--- src/rtl/i2c_resp_pkg.sv ---
package i2c_resp_pkg;

    typedef enum logic [2:0] {
        ST_IDLE,
        ST_ADDR,
        ST_ACK_SETUP,
        ST_ACK_DRIVE,
        ST_RX,
        ST_TX,
        ST_TX_MACK
    } resp_state_e;

    typedef enum logic [1:0] {
        HIT_NONE,
        HIT_OWN,
        HIT_GC
    } hit_e;

    // Bus events derived from synchronized lines, one cycle wide
    typedef struct packed {
        logic start;
        logic stop;
        logic rise;
        logic fall;
        logic sda;
    } bus_ev_t;

    function automatic logic hit_is(hit_e h, hit_e kind);
        return h == kind;
    endfunction

endpackage

--- src/rtl/i2c_bus_sync.sv ---
module i2c_bus_sync
    import i2c_resp_pkg::*;
#(
    parameter int STAGES = 2
) (
    input  logic    clk,
    input  logic    rst,
    input  logic    scl_i,
    input  logic    sda_i,
    output logic    scl_sync,
    output bus_ev_t ev
);
    localparam int LINES = 2;

    logic [LINES-1:0] line_in;
    logic [LINES-1:0] synced;
    logic [LINES-1:0] last_q;

    assign line_in = {sda_i, scl_i};

    for (genvar g = 0; g < LINES; g++) begin : g_line
        logic [STAGES-1:0] ff;
        always_ff @(posedge clk) begin
            if (rst) ff <= '1;
            else     ff <= {ff[STAGES-2:0], line_in[g]};
        end
        assign synced[g] = ff[STAGES-1];
    end

    always_ff @(posedge clk) begin
        if (rst) last_q <= '1;
        else     last_q <= synced;
    end

    logic scl_now, sda_now, scl_was, sda_was;
    assign scl_now = synced[0];
    assign sda_now = synced[1];
    assign scl_was = last_q[0];
    assign sda_was = last_q[1];

    always_comb begin
        ev.start = scl_now && scl_was && sda_was && !sda_now;
        ev.stop  = scl_now && scl_was && !sda_was && sda_now;
        ev.rise  = scl_now && !scl_was;
        ev.fall  = !scl_now && scl_was;
        ev.sda   = sda_now;
    end

    assign scl_sync = scl_now;

endmodule

--- src/rtl/i2c_addr_match.sv ---
module i2c_addr_match
    import i2c_resp_pkg::*;
#(
    parameter int ADDR_W = 7
) (
    input  logic [ADDR_W:0]   cand,
    input  logic [ADDR_W-1:0] own_addr,
    output hit_e              hit
);
    always_comb begin
        if (cand == '0)
            hit = HIT_GC;
        else if (cand[ADDR_W:1] == own_addr)
            hit = HIT_OWN;
        else
            hit = HIT_NONE;
    end
endmodule

--- src/rtl/i2c_slave_fsm.sv ---
module i2c_slave_fsm
    import i2c_resp_pkg::*;
#(
    parameter int ADDR_W = 7
) (
    input  logic              clk,
    input  logic              rst,
    input  bus_ev_t           ev,
    input  hit_e              hit_in,
    output logic [ADDR_W:0]   cand,
    input  logic [ADDR_W:0]   tx_data,
    output logic              tx_taken,
    output logic [ADDR_W:0]   rx_data,
    output logic              rx_valid,
    output logic              sda_oe,
    output logic              mode_tx,
    output hit_e              hit_q
);
    localparam int BYTE_W = ADDR_W + 1;
    localparam int CNT_W  = $clog2(BYTE_W + 1);
    localparam logic [CNT_W-1:0] LAST_BIT = CNT_W'(BYTE_W - 1);
    localparam logic [CNT_W-1:0] ALL_BITS = CNT_W'(BYTE_W);

    resp_state_e       state_q;
    logic [BYTE_W-1:0] shreg_q;
    logic [CNT_W-1:0]  cnt_q;

    assign cand = {shreg_q[BYTE_W-2:0], ev.sda};

    always_ff @(posedge clk) begin
        if (rst) begin
            state_q  <= ST_IDLE;
            shreg_q  <= '0;
            cnt_q    <= '0;
            sda_oe   <= 1'b0;
            mode_tx  <= 1'b0;
            hit_q    <= HIT_NONE;
            rx_data  <= '0;
            rx_valid <= 1'b0;
            tx_taken <= 1'b0;
        end else begin
            rx_valid <= 1'b0;
            tx_taken <= 1'b0;
            if (ev.stop) begin
                state_q <= ST_IDLE;
                sda_oe  <= 1'b0;
                mode_tx <= 1'b0;
                hit_q   <= HIT_NONE;
            end else if (ev.start) begin
                state_q <= ST_ADDR;
                cnt_q   <= '0;
                sda_oe  <= 1'b0;
                mode_tx <= 1'b0;
                hit_q   <= HIT_NONE;
            end else begin
                unique case (state_q)
                    ST_IDLE: ;
                    ST_ADDR: begin
                        if (ev.rise) begin
                            shreg_q <= cand;
                            cnt_q   <= cnt_q + 1'b1;
                            if (cnt_q == LAST_BIT) begin
                                if (hit_in != HIT_NONE) begin
                                    hit_q   <= hit_in;
                                    mode_tx <= ev.sda;
                                    state_q <= ST_ACK_SETUP;
                                end else begin
                                    state_q <= ST_IDLE;
                                end
                            end
                        end
                    end
                    ST_ACK_SETUP: begin
                        if (ev.fall) begin
                            sda_oe  <= 1'b1;
                            state_q <= ST_ACK_DRIVE;
                        end
                    end
                    ST_ACK_DRIVE: begin
                        if (ev.fall) begin
                            cnt_q <= '0;
                            if (mode_tx) begin
                                shreg_q  <= tx_data;
                                sda_oe   <= ~tx_data[BYTE_W-1];
                                tx_taken <= 1'b1;
                                state_q  <= ST_TX;
                            end else begin
                                sda_oe  <= 1'b0;
                                state_q <= ST_RX;
                            end
                        end
                    end
                    ST_RX: begin
                        if (ev.rise) begin
                            shreg_q <= cand;
                            cnt_q   <= cnt_q + 1'b1;
                            if (cnt_q == LAST_BIT) begin
                                rx_data  <= cand;
                                rx_valid <= 1'b1;
                                state_q  <= ST_ACK_SETUP;
                            end
                        end
                    end
                    ST_TX: begin
                        if (ev.rise) begin
                            cnt_q <= cnt_q + 1'b1;
                        end else if (ev.fall) begin
                            if (cnt_q == ALL_BITS) begin
                                sda_oe  <= 1'b0;
                                state_q <= ST_TX_MACK;
                            end else begin
                                shreg_q <= {shreg_q[BYTE_W-2:0], 1'b0};
                                sda_oe  <= ~shreg_q[BYTE_W-2];
                            end
                        end
                    end
                    ST_TX_MACK: begin
                        if (ev.rise) begin
                            if (ev.sda) begin
                                mode_tx <= 1'b0;
                                state_q <= ST_IDLE;
                            end else begin
                                state_q <= ST_ACK_DRIVE;
                            end
                        end
                    end
                    default: state_q <= ST_IDLE;
                endcase
            end
        end
    end

endmodule

--- src/rtl/i2c_addr_responder.sv ---
module i2c_addr_responder
    import i2c_resp_pkg::*;
#(
    parameter int ADDR_W      = 7,
    parameter int SYNC_STAGES = 2
) (
    input  logic              clk,
    input  logic              rst,
    input  logic [ADDR_W-1:0] own_addr,
    input  logic              scl_i,
    input  logic              sda_i,
    output logic              sda_oe,
    input  logic [ADDR_W:0]   tx_data,
    output logic              tx_taken,
    output logic [ADDR_W:0]   rx_data,
    output logic              rx_valid,
    output logic              mode_tx,
    output logic              gc_hit,
    output logic              own_hit
);
    bus_ev_t         bus_ev;
    logic            scl_sync;
    logic [ADDR_W:0] cand;
    hit_e            hit_now;
    hit_e            hit_q;

    i2c_bus_sync #(.STAGES(SYNC_STAGES)) u_sync (
        .clk      (clk),
        .rst      (rst),
        .scl_i    (scl_i),
        .sda_i    (sda_i),
        .scl_sync (scl_sync),
        .ev       (bus_ev)
    );

    i2c_addr_match #(.ADDR_W(ADDR_W)) u_match (
        .cand     (cand),
        .own_addr (own_addr),
        .hit      (hit_now)
    );

    i2c_slave_fsm #(.ADDR_W(ADDR_W)) u_fsm (
        .clk      (clk),
        .rst      (rst),
        .ev       (bus_ev),
        .hit_in   (hit_now),
        .cand     (cand),
        .tx_data  (tx_data),
        .tx_taken (tx_taken),
        .rx_data  (rx_data),
        .rx_valid (rx_valid),
        .sda_oe   (sda_oe),
        .mode_tx  (mode_tx),
        .hit_q    (hit_q)
    );

    assign gc_hit  = hit_is(hit_q, HIT_GC);
    assign own_hit = hit_is(hit_q, HIT_OWN);

endmodule

--- config.mk ---
export PLATFORM = sky130hd
export DESIGN_NAME = i2c_addr_responder
export DESIGN_NICKNAME = d
export VERILOG_FILES = /design/src/rtl/i2c_resp_pkg.sv /design/src/rtl/i2c_bus_sync.sv /design/src/rtl/i2c_addr_match.sv /design/src/rtl/i2c_slave_fsm.sv /design/src/rtl/i2c_addr_responder.sv
export SDC_FILE = /design/constraint.sdc
export NUM_CORES = 1
export LEC_CHECK = 0
export BUFFER_PORTS_ARGS = -buffer_cell sky130_fd_sc_hd__buf_2
export CAP_MARGIN = 20
export CORE_MARGIN = 1.5
export CORE_UTILIZATION = 55
export CTS_CLUSTER_DIAMETER = 50
export CTS_CLUSTER_SIZE = 12
export DETAILED_ROUTE_END_ITERATION = 10
export PLACE_DENSITY = 0.79
export SLEW_MARGIN = 20
export SYNTH_ARGS = -nofsm -noshare
export SYNTH_HDL_FRONTEND = slang
export SYNTH_SLANG_ARGS = --single-unit
--- constraint.sdc ---
create_clock -name clk -period 2.3 [get_ports clk]
set_clock_uncertainty 0.05 [all_clocks]
set_input_delay 0 -clock clk [delete_from_list [all_inputs] [get_ports clk]]
set_output_delay 0 -clock clk [all_outputs]
set_load 0.01 [all_outputs]
==> flow_summary.yaml, run 1 <==
pwr:
  ir_worst_vdd_v: 0.000358
  power.total_w: 0.00112
  p_leak_nw: 0.995
  power_density_nw_per_um2: 508
logic_synthesis:
  synth_nets: 228
  avgSynthCellArea_um2: 9.00
  yosys_warnings: 0
  synth_cell_type_count: 49
  synth_edf_count: 0
  seq_area_frac_synth: 0.365
  synthCells: 207
  ys.flop_type: "dfxtp_1"
  synth_seq_cells: 34
  synth_area_um2: 1860
  synthArstFlopShare: 0
worst_setup_path:
  crit_path_start_kind: "register"
  arrival_ns: 2.23
  path_cells: "ha_1, nand3b_1, nand2b_1, or3_1, mux2i_1, nor2_1"
  slowest_stage: "or3_1"
  r2r_slack_ns: 0.24
  max_stage_delay_ns: 0.59
  rr_worst_depth: 6
  cp.required_ns: 2.48
  cp-end-kind: "register"
  crit_start: "u_fsm.cnt_q[0]"
  rr_startpoint: "u_fsm.cnt_q[0]"
  path_max_fanout: 9
  crit_type: "register to register"
  r2r_end: "u_fsm.rx_data[1]"
drt:
  wirelength_mm: 4.28
  wl_per_cell_um: 14.6
  antenna_left: 0
  routed-via-count: 1628
  viasPerCell: 5.56
  drc: 0
  drtIter0Drc: 95
  firstDrtPassIters: 4
layout:
  nNetsFinal: 269
  synthToLayoutAreaGrowth_pct: 18.8
  stdcell_count: 293
  drive_above_1_share: 0.269
  antenna_cells: 0
global_routing:
  top_usage_layer: "met2"
  grt_overflow: 0
  grt_util_met2: 0.374
  antenna_found_initial: 0
  met3_usage: 0.0819
  grt_pass1_wl_mm: 6.92
  grt_use_total: 0.253
  grt_pass1_vias: 1458
  met1_usage: 0.358
  grt_max_degree: 27
die:
  ioPinCount: 33
  die_area_um2: 3750
  coreArea_um2: 3130
  die_h_um: 61.2
  initial_core_util: 0.596
  die_w_um: 61.2
  rows: 20
clock_tree:
  cts_buffer_depth: 2
  cts_hold_buf: 10
  htree_levels: 2
  clock-sinks: 34
  cts_tree: "yes"
  clk_latency_ns: 0.35
  cts_setup_buffers: 0
  clockRootBuffer: "clkbuf_4"
  path_clk_slew_ns: 0.11
  cts_made_buffers: 5
  ctsResizeCount: 0
sta:
  finalCritPeriodShare: 0.894
  relSlewSlack: 0.640
  setup_viol: 0
  slew_viol_final: 0
  clock.fmax_mhz: 487
  rsz0062_at_grt: "no"
  fin_tns_setup_ns: 0
  hold_viol: 0
  worst_pin_slew_ns: 0.539
  fin_crit_ns: 2.06
place:
  dp_cells: 275
  dp_hpwl_mm: 2.86
  io_buffers: 32
  gp_congestion: 0.911
worst_hold_path:
  holdCritPathClass: "primary input to register"
  hp-start: "rst"
  worstHoldEndpoint: "u_fsm.rx_data[0]"
  holdPathStages: 2
run:
  cap_violations: 0
run_status:
  outcome: "finished clean"
metal layers:
metal  up-vias  share of wire  routed length [um]
met3         5          0.061                 262
li1        816              -                   -
met4         0          0.011                  48
met5         -              0                   0
met1       754           0.48                2050
met2        53           0.45                1920
through the flow:
step	hold WS, ns	worst slack (ns)	util	area [um^2]
after floorplan	0.0538	0.604	-	1860
after global routing	0.0266	0.161	0.708	2210
after global placement	0.134	0.379	0.650	2030
after detailed placement	0.140	0.273	0.650	2030
final	0.0204	0.245	0.708	2210
after CTS	0.0157	0.246	0.708	2210
sequential cells by signal, summed over array words and instances (netlist names):
register          count
u_fsm.cnt_q           4
u_fsm.hit_q           2
u_fsm.mode_tx         1
u_fsm.rx_data         8
u_fsm.rx_valid        1
u_fsm.sda_oe          1
u_fsm.shreg_q         7
u_fsm.state_q         3
u_fsm.tx_taken        1
u_sync.g_line.ff      4
u_sync.last_q         2
worst max-delay path: cells and delay by family (launching register included):
family / cells / cell delay (ns)
fa+ha+maj: 1 / 0.18
flops: 1 / 0.40
mux: 1 / 0.26
simple gates: 4 / 1.04
kinds of logic after synthesis:
| kind of cell | count (synthesis) | share of synthesized area |
|---|---|---|
| and+or+nand+nor | 85 | 0.265 |
| AOI/OAI and AO/OA | 42 | 0.173 |
| DFF | 34 | 0.365 |
| buffers and inverters | 19 | 0.0557 |
| muxes | 14 | 0.0752 |
| xor gates and xnor gates | 11 | 0.0517 |
| adders and majority gates | 2 | 0.0134 |
synth_stat cells, types with 5 or more instances:
library cell / number / area, um^2
dfxtp_1: 34 / 681
nor2_1: 31 / 116
mux2i_1: 14 / 140
nand2_1: 10 / 37.5
a21oi_1: 9 / 45.0
xnor2_1: 8 / 70.1
or2_2: 7 / 43.8
inv_1: 6 / 22.5
a211oi_1: 5 / 37.5
buf_2: 5 / 25.0
nand4_1: 5 / 31.3
power by group:
group	internal [W]	switching (W)
clock network	0.000209	0.000199
logic	0.0000568	0.0000524
registers	0.000595	0.0000110
layout make-up:
| cell class | instances | area (um^2) |
|---|---|---|
| clock buffers | 8 | 78.8 |
| fillers | 249 | 915 |
| inverters | 6 | 22.5 |
| multi-input cells | 154 | 1080 |
| flip-flops and latches | 34 | 681 |
| well taps | 44 | 55.1 |
| repair buffers | 47 | 298 |
how the worst max path moves through the flow:
stage	end	slack [ns]	depth (start not counted)
after CTS	u_fsm.rx_data[1]	0.25	6
final	u_fsm.rx_data[1]	0.24	6
after floorplan	u_fsm.rx_data[0]	0.60	7
after detailed placement	u_fsm.rx_data[1]	0.27	6
after global placement	u_fsm.rx_data[6]	0.38	6
after global routing	u_fsm.rx_data[1]	0.16	6
placed cells by master (no fill, tap or decap), types with 3 or more instances in the layout:
cell type / n
dlygate4sd3_1: 10
a211oi_1: 5
dfxtp_1: 34
xnor2_1: 8
nor3_1: 4
o22ai_1: 3
or2_2: 7
nor2b_1: 3
clkbuf_8: 3
clkbuf_4: 5
nor4_1: 3
buf_4: 5
nor2_1: 31
a211oi_2: 4
nand4b_1: 3
nand3b_1: 3
mux2i_1: 14
a21oi_1: 9
nand2_1: 10
nand2b_1: 4
buf_2: 32
o21ai_0: 4
inv_1: 6
xor2_1: 3
nand4_1: 5
No activity file was read; power rests on OpenSTA's default activity.
==> run 2, diff against run 1 <==
--- a/config.mk
+++ b/config.mk
@@ -16,4 +16,5 @@
 export SLEW_MARGIN = 20
 export SYNTH_ARGS = -nofsm -noshare
 export SYNTH_HDL_FRONTEND = slang
+export SYNTH_HIERARCHICAL = 1
 export SYNTH_SLANG_ARGS = --single-unit
==> run 2 against run 1 <==
Routed wire length is 5.8% lower. Sequential share of layout area increased by 0.30 points. Power increased by 6.1%. Highest routed layer unchanged. Critical path type unchanged. Utilization fell by 4.5 points. Combinational power rose by 17%. Area after synthesis is 1.9% higher. Clock power up 9.1%. Sequential power is 2% higher. Fmax fell by 3.0%. Clock-buffer cell count down 2.
==> flow_summary.yaml, run 2 <==
run_status:
  outcome: "finished clean"
run:
  cap_violations: 0
global_routing:
  grt_use_total: 0.217
  antenna_found_initial: 0
  grt_max_degree: 24
  grt_overflow: 0
  grt_pass1_vias: 1391
  grt_pass1_wl_mm: 6.13
worst_setup_path:
  arrival_ns: 2.33
  r2r_slack_ns: 0.18
  rr_worst_depth: 8
  crit_type: "register to register"
  rr_startpoint: "u_fsm/shreg_q[0]"
  critical_path.endpoint: "u_fsm/mode_tx"
  crit_start: "u_fsm/shreg_q[0]"
  path_max_fanout: 5
  cp-end-kind: "register"
  crit_path_start_kind: "register"
  cp.required_ns: 2.51
  r2r_end: "u_fsm/mode_tx"
logic_synthesis:
  synthTopCellsByCount: "dfxtp_1 (34), mux2i_1 (19), nor2_1 (19), a21oi_1 (17), o21ai_0 (13)"
  synthCells: 212
  synthArstFlopShare: 0
  netlist.area_leader.share: 0.359
  avgSynthCellArea_um2: 8.95
  post-synth-top-area-cell: "dfxtp_1"
  ys.flop_type: "dfxtp_1"
  yosys_warnings: 6
  synth_edf_count: 0
  synth_nets: 233
  synth.area.top_cells: "dfxtp_1 (36%), mux2i_1 (10%), xnor2_1 (5.1%), a21oi_1 (4.5%), a211oi_2 (4.0%)"
  synth_seq_cells: 34
  seq_area_frac_synth: 0.359
  yosysMostFrequentCell: "dfxtp_1"
  synth_cell_type_count: 45
  synth_area_um2: 1900
clock_tree:
  path_clk_slew_ns: 0.11
  clk_latency_ns: 0.32
  cts_tree: "yes"
  cts_setup_buffers: 0
  htree_levels: 2
  clock-sinks: 34
  clockRootBuffer: "clkbuf_4"
  cts_buffer_depth: 2
  cts_made_buffers: 5
layout:
  antenna_cells: 0
  drive_above_1_share: 0.238
  final_common_cell: "dfxtp_1"
  nFillCells: 295
  final_cell_mix: "dfxtp_1 (34), buf_2 (32), nor2_1 (19), mux2i_1 (19), a21oi_1 (17)"
  synthToLayoutAreaGrowth_pct: 15.5
  regMostFlops: "u_fsm/rx_data"
  largest_registers: "u_fsm/rx_data (8), u_fsm/shreg_q (7)"
  utilization: 0.662
  largest_reg_flops: 8
  nNetsFinal: 269
die:
  die_w_um: 61.7
  die_area_um2: 3810
  coreArea_um2: 3310
  initial_core_util: 0.573
  rows: 21
  ioPinCount: 33
  die_h_um: 61.7
drt:
  viasPerCell: 5.54
  drtIter0Drc: 124
  drc: 0
  firstDrtPassIters: 4
  antenna_left: 0
  wl_per_cell_um: 13.7
  routed-via-count: 1628
  wirelength_mm: 4.03
pwr:
  ir_worst_vdd_v: 0.000390
  power_density_nw_per_um2: 544
  power.total_w: 0.00119
  p_leak_nw: 0.946
sta:
  clock.fmax_mhz: 472
  worst_slack_ns: 0.181
  whs_ns: 0.0110
  slew_viol_final: 0
  rsz0062_at_grt: "no"
  fin_crit_ns: 2.12
  worst_pin_slew_ns: 0.515
  fin_tns_setup_ns: 0
  finalCritPeriodShare: 0.921
  hold_viol: 0
  relSlewSlack: 0.653
  setup_viol: 0
worst_hold_path:
  holdCritPathClass: "primary input to register"
  holdPathStages: 3
place:
  dp_hpwl_mm: 2.92
  gp_congestion: 0.925
  io_buffers: 32
  dp_slack_ns: 0.211
[run 2: cell type report]
| class | instances | area, um^2 | area share |
|---|---|---|---|
| Clock buffer | 6 | 51.3 | 0.0234 |
| Clock inverter | 1 | 30.0 | 0.0137 |
| Inverter | 6 | 22.5 | 0.0103 |
| Multi-Input combinational cell | 158 | 1100 | 0.501 |
| Sequential cell | 34 | 681 | 0.311 |
| Tap cell | 46 | 57.6 | 0.0263 |
| Timing Repair Buffer | 43 | 253 | 0.115 |
[run 2: metal layers]
metal / global-route usage / part of all wire / up-vias
li1: - / - / 824
met1: 0.293 / 0.48 / 746
met4: 0.0821 / 0.018 / 0
met3: 0.0497 / 0.042 / 12
met5: 0 / 0 / -
met2: 0.340 / 0.46 / 46
[run 2: what timing repair did]
item,CTS,global route
resized for setup,0,0
hold buffers,4,0
hold endpoints to repair,4,0
[run 2: metrics by stage]
stage,area [um^2],cells
after floorplan,1900,212
after global placement,2070,283
after detailed placement,2070,283
after CTS,2190,294
after global routing,2190,294
final,2190,294
[run 2: cells by family after synthesis]
logic type      share of synthesized area
mux                                 0.100
flops                               0.359
xor+xnor                           0.0508
fa+ha+maj                          0.0132
buf+inv                            0.0633
simple gates                        0.233
compound gates                      0.181
[run 2: critical path, stage by stage (launching register included)]
cell and delay [ns]:
dfxtp_1 0.38, or4_4 0.55, nor2_2 0.17, nor3_1 0.11, o21ai_0 0.31, nor4_4 0.09
a31oi_1 0.16, o21ai_0 0.11, a21oi_1 0.13
[run 2: worst min path at each step]
stage / from / to / slack [ns]
after floorplan: scl_i / u_sync/g_line[0].ff[0] / 0.05
after global placement: sda_i / u_sync/g_line[1].ff[0] / 0.13
after detailed placement: scl_i / u_sync/g_line[0].ff[0] / 0.13
after CTS: tx_data[3] / u_fsm/shreg_q[3] / 0.0004
after global routing: tx_data[2] / u_fsm/shreg_q[2] / 0.002
final: tx_data[4] / u_fsm/shreg_q[4] / 0.01
[run 2: power by group]
part | total (W) | leakage, nW | internal [W] | switching [W]
clock | 0.000445 | 0.0443 | 0.000253 | 0.000192
sequential | 0.000619 | 0.276 | 0.000602 | 0.0000176
combinational | 0.000127 | 0.626 | 0.0000620 | 0.0000654
==> run 3, diff against run 2 <==
--- a/config.mk
+++ b/config.mk
@@ -5,14 +5,14 @@
 export SDC_FILE = /design/constraint.sdc
 export NUM_CORES = 1
 export LEC_CHECK = 0
+export ABC_AREA = 1
 export BUFFER_PORTS_ARGS = -buffer_cell sky130_fd_sc_hd__buf_2
 export CAP_MARGIN = 20
 export CORE_MARGIN = 1.5
-export CORE_UTILIZATION = 55
+export CORE_UTILIZATION = 39
 export CTS_CLUSTER_DIAMETER = 50
 export CTS_CLUSTER_SIZE = 12
 export DETAILED_ROUTE_END_ITERATION = 10
-export PLACE_DENSITY = 0.79
 export SLEW_MARGIN = 20
 export SYNTH_ARGS = -nofsm -noshare
 export SYNTH_HDL_FRONTEND = slang
==> run 3 against run 2 <==
Global-route usage is 3.3 points lower. Via count grew 19%. Final cell count is 41% higher. Largest cell class unchanged. Critical path type unchanged. Worst hold slack worse by 0.0027 ns. Non-clock buffer count fell by 5. Setup slack better by 0.21 ns. First-iteration DRC count fell by 17%. Cell area is 6.2% higher. Fmax is 11% higher. Flip-flop and latch count unchanged.
==> flow_summary.yaml, run 3 <==
run_status:
  outcome: "finished clean"
sta:
  fin_tns_setup_ns: 0
  slew_viol_final: 0
  hold_viol: 0
  whs_ns: 0.00837
  fin_crit_ns: 1.91
  rsz0062_at_grt: "no"
  worst_pin_slew_ns: 0.478
  finalCritPeriodShare: 0.830
  worst_slack_ns: 0.392
  clock.fmax_mhz: 524
  relSlewSlack: 0.681
  setup_viol: 0
worst_setup_path:
  rr_worst_depth: 12
  max_stage_delay_ns: 0.38
  crit_path_start_kind: "register"
  r2r_slack_ns: 0.39
  path_max_fanout: 9
  cp-end-kind: "register"
  crit_start: "u_sync/g_line[1].ff[1]"
  path_depth: 12
  arrival_ns: 2.03
  rr_startpoint: "u_sync/g_line[1].ff[1]"
  slowest_stage: "dfxtp_1"
  crit_type: "register to register"
  r2r_end: "u_fsm/cnt_q[1]"
  crit_family: "simple AND/OR/NAND/NOR gates"
  cp.required_ns: 2.42
  path_cells: "inv_1, nand2_1, nor2_1, inv_2, nand2_1, nor2_1, nor2_1, nand2_1, inv_2, nand2_1, o21ai_1, nor2_1"
  path_buf_inv: 3
  critical_path.endpoint: "u_fsm/cnt_q[1]"
global_routing:
  antenna_found_initial: 0
  grt_max_degree: 17
  grt_use_total: 0.184
  grt_pass1_wl_mm: 7.82
  grt_overflow: 0
  grt_pass1_vias: 1800
clock_tree:
  ctsResizeCount: 0
  cts_buffer_depth: 2
  clock-sinks: 34
  htree_levels: 2
  cts_tree: "yes"
  path_clk_slew_ns: 0.07
  cts_made_buffers: 5
  clockRootBuffer: "clkbuf_8"
  clk_latency_ns: 0.28
logic_synthesis:
  synth_edf_count: 0
  synth_seq_cells: 34
  yosysMostFrequentCell: "nand2_1"
  ys.flop_type: "dfxtp_1"
  yosys_warnings: 6
  synthTopCellsByCount: "nand2_1 (75), nor2_1 (53), dfxtp_1 (34), inv_1 (30), nor2_2 (18)"
  synth_nets: 331
  synthCells: 310
  synth.area.top_cells: "dfxtp_1 (34%), nand2_1 (14%), nor2_1 (10%), inv_1 (5.6%), nor2_2 (5.6%)"
  synthArstFlopShare: 0
  seq_area_frac_synth: 0.341
  synth_cell_type_count: 28
  synth_area_um2: 2000
  avgSynthCellArea_um2: 6.44
  netlist.area_leader.share: 0.341
  post-synth-top-area-cell: "dfxtp_1"
drt:
  viasPerCell: 4.65
  antenna_left: 0
  firstDrtPassIters: 4
  drtIter0Drc: 103
  wirelength_mm: 4.65
  wl_per_cell_um: 11.2
  routed-via-count: 1934
  drc: 0
die:
  initial_core_util: 0.415
  coreArea_um2: 4820
  rows: 25
  ioPinCount: 33
  die_area_um2: 5560
  die_h_um: 74.6
  die_w_um: 74.6
layout:
  synthToLayoutAreaGrowth_pct: 16.5
  nFillCells: 504
  final_cell_mix: "nand2_1 (75), nor2_1 (53), dfxtp_1 (34), buf_2 (32), inv_1 (30)"
  final_common_cell: "nand2_1"
  drive_above_1_share: 0.218
  nNetsFinal: 369
  final_area_um2: 2330
  antenna_cells: 0
  regMostFlops: "u_fsm/rx_data"
  largest_registers: "u_fsm/rx_data (8), u_fsm/shreg_q (7)"
  largest_reg_flops: 8
place:
  io_buffers: 32
  place_area_um2: 2210
  gp_congestion: 0.949
  dp_slack_ns: 0.384
  dp_hpwl_mm: 3.56
pwr:
  ir_worst_vdd_v: 0.000507
  p_leak_nw: 1.17
  power_density_nw_per_um2: 1040
  power.total_w: 0.00243
run:
  cap_violations: 0
worst_hold_path:
  holdCritPathClass: "primary input to register"
==> run 3: cell count changes after synthesis, sizes merged, moves of 7 or more <==
cell and change:
nand2 +71, nor2 +53, inv +32, mux2i -19, nand3 +14, xnor2 -10, a211oi -7, nor2b -7
==> run 3: worst min path at each step <==
stage	startpoint	to	slack, ns	depth (start not counted)
3_5_place_dp	scl_i	u_sync/g_line[0].ff[0]	0.13	2
5_1_grt	tx_data[7]	u_fsm/sda_oe	0.02	4
4_1_cts	tx_data[7]	u_fsm/sda_oe	0.004	4
6_report	tx_data[7]	u_fsm/sda_oe	0.008	4
3_3_place_gp	sda_i	u_sync/g_line[1].ff[0]	0.13	2
2_1_floorplan	rst	u_fsm/cnt_q[2]	0.02	1
==> run 3: worst register-to-register path, cell delays in order (launching register included) <==
cell and delay [ns]:
dfxtp_1 0.38, inv_1 0.10, nand2_1 0.05, nor2_1 0.36, inv_2 0.18, nand2_1 0.12, nor2_1 0.05, nor2_1 0.11
nand2_1 0.12, inv_2 0.10, nand2_1 0.05, o21ai_1 0.08, nor2_1 0.05
==> run 3: cell type report <==
class / count / area [um^2] / share of cell area
timing repair buffer: 38 / 213 / 0.0914
inverter: 38 / 143 / 0.0613
multi-input combinational: 231 / 1120 / 0.480
sequential: 34 / 681 / 0.292
tap: 67 / 83.8 / 0.0360
clock inverter: 1 / 5.00 / 0.00215
clock buffer: 7 / 86.3 / 0.0371
==> run 3: per-stage QoR <==
| stage | utilization | instances |
|---|---|---|
| floorplan | - | 310 |
| global placement | 0.458 | 405 |
| CTS | 0.483 | 416 |
| finish | 0.483 | 416 |
| global route | 0.483 | 416 |
| detailed placement | 0.458 | 405 |
==> run 3: what timing repair did <==
item | 4_1_cts | 5_1_grt
hold endpoints to repair | 6 | 0
buffers inserted | 0 | 0
hold buffers | 3 | 0
==> run 3: cells by family (layout without fill, tap and decap cells) <==
kind of cell             after synthesis  after routing  synth area share
AND/OR/NAND/NOR                      187            187             0.425
buffers and inverters                 45             84             0.100
AO/OA/AOI/OAI                         36             36            0.0946
flip-flops                            34             34             0.341
XOR/XNOR                               6              6            0.0263
adder cells (fa/ha/maj)                2              2            0.0125
==> run 3: report_power, final <==
| part | internal [W] | switching, W | total [W] |
|---|---|---|---|
| Sequential | 0.000694 | 0.000177 | 0.000871 |
| Clock | 0.000241 | 0.000209 | 0.000451 |
| Combinational | 0.000430 | 0.000677 | 0.00111 |
==> run 3: metal layers <==
| layer | global-route usage | part of all wire | vias to the layer above |
|---|---|---|---|
| li1 | - | - | 1039 |
| met1 | 0.226 | 0.49 | 840 |
| met2 | 0.314 | 0.45 | 46 |
| met3 | 0.0407 | 0.047 | 9 |
| met4 | 0.0687 | 0.014 | 0 |
| met5 | 0 | 0 | - |
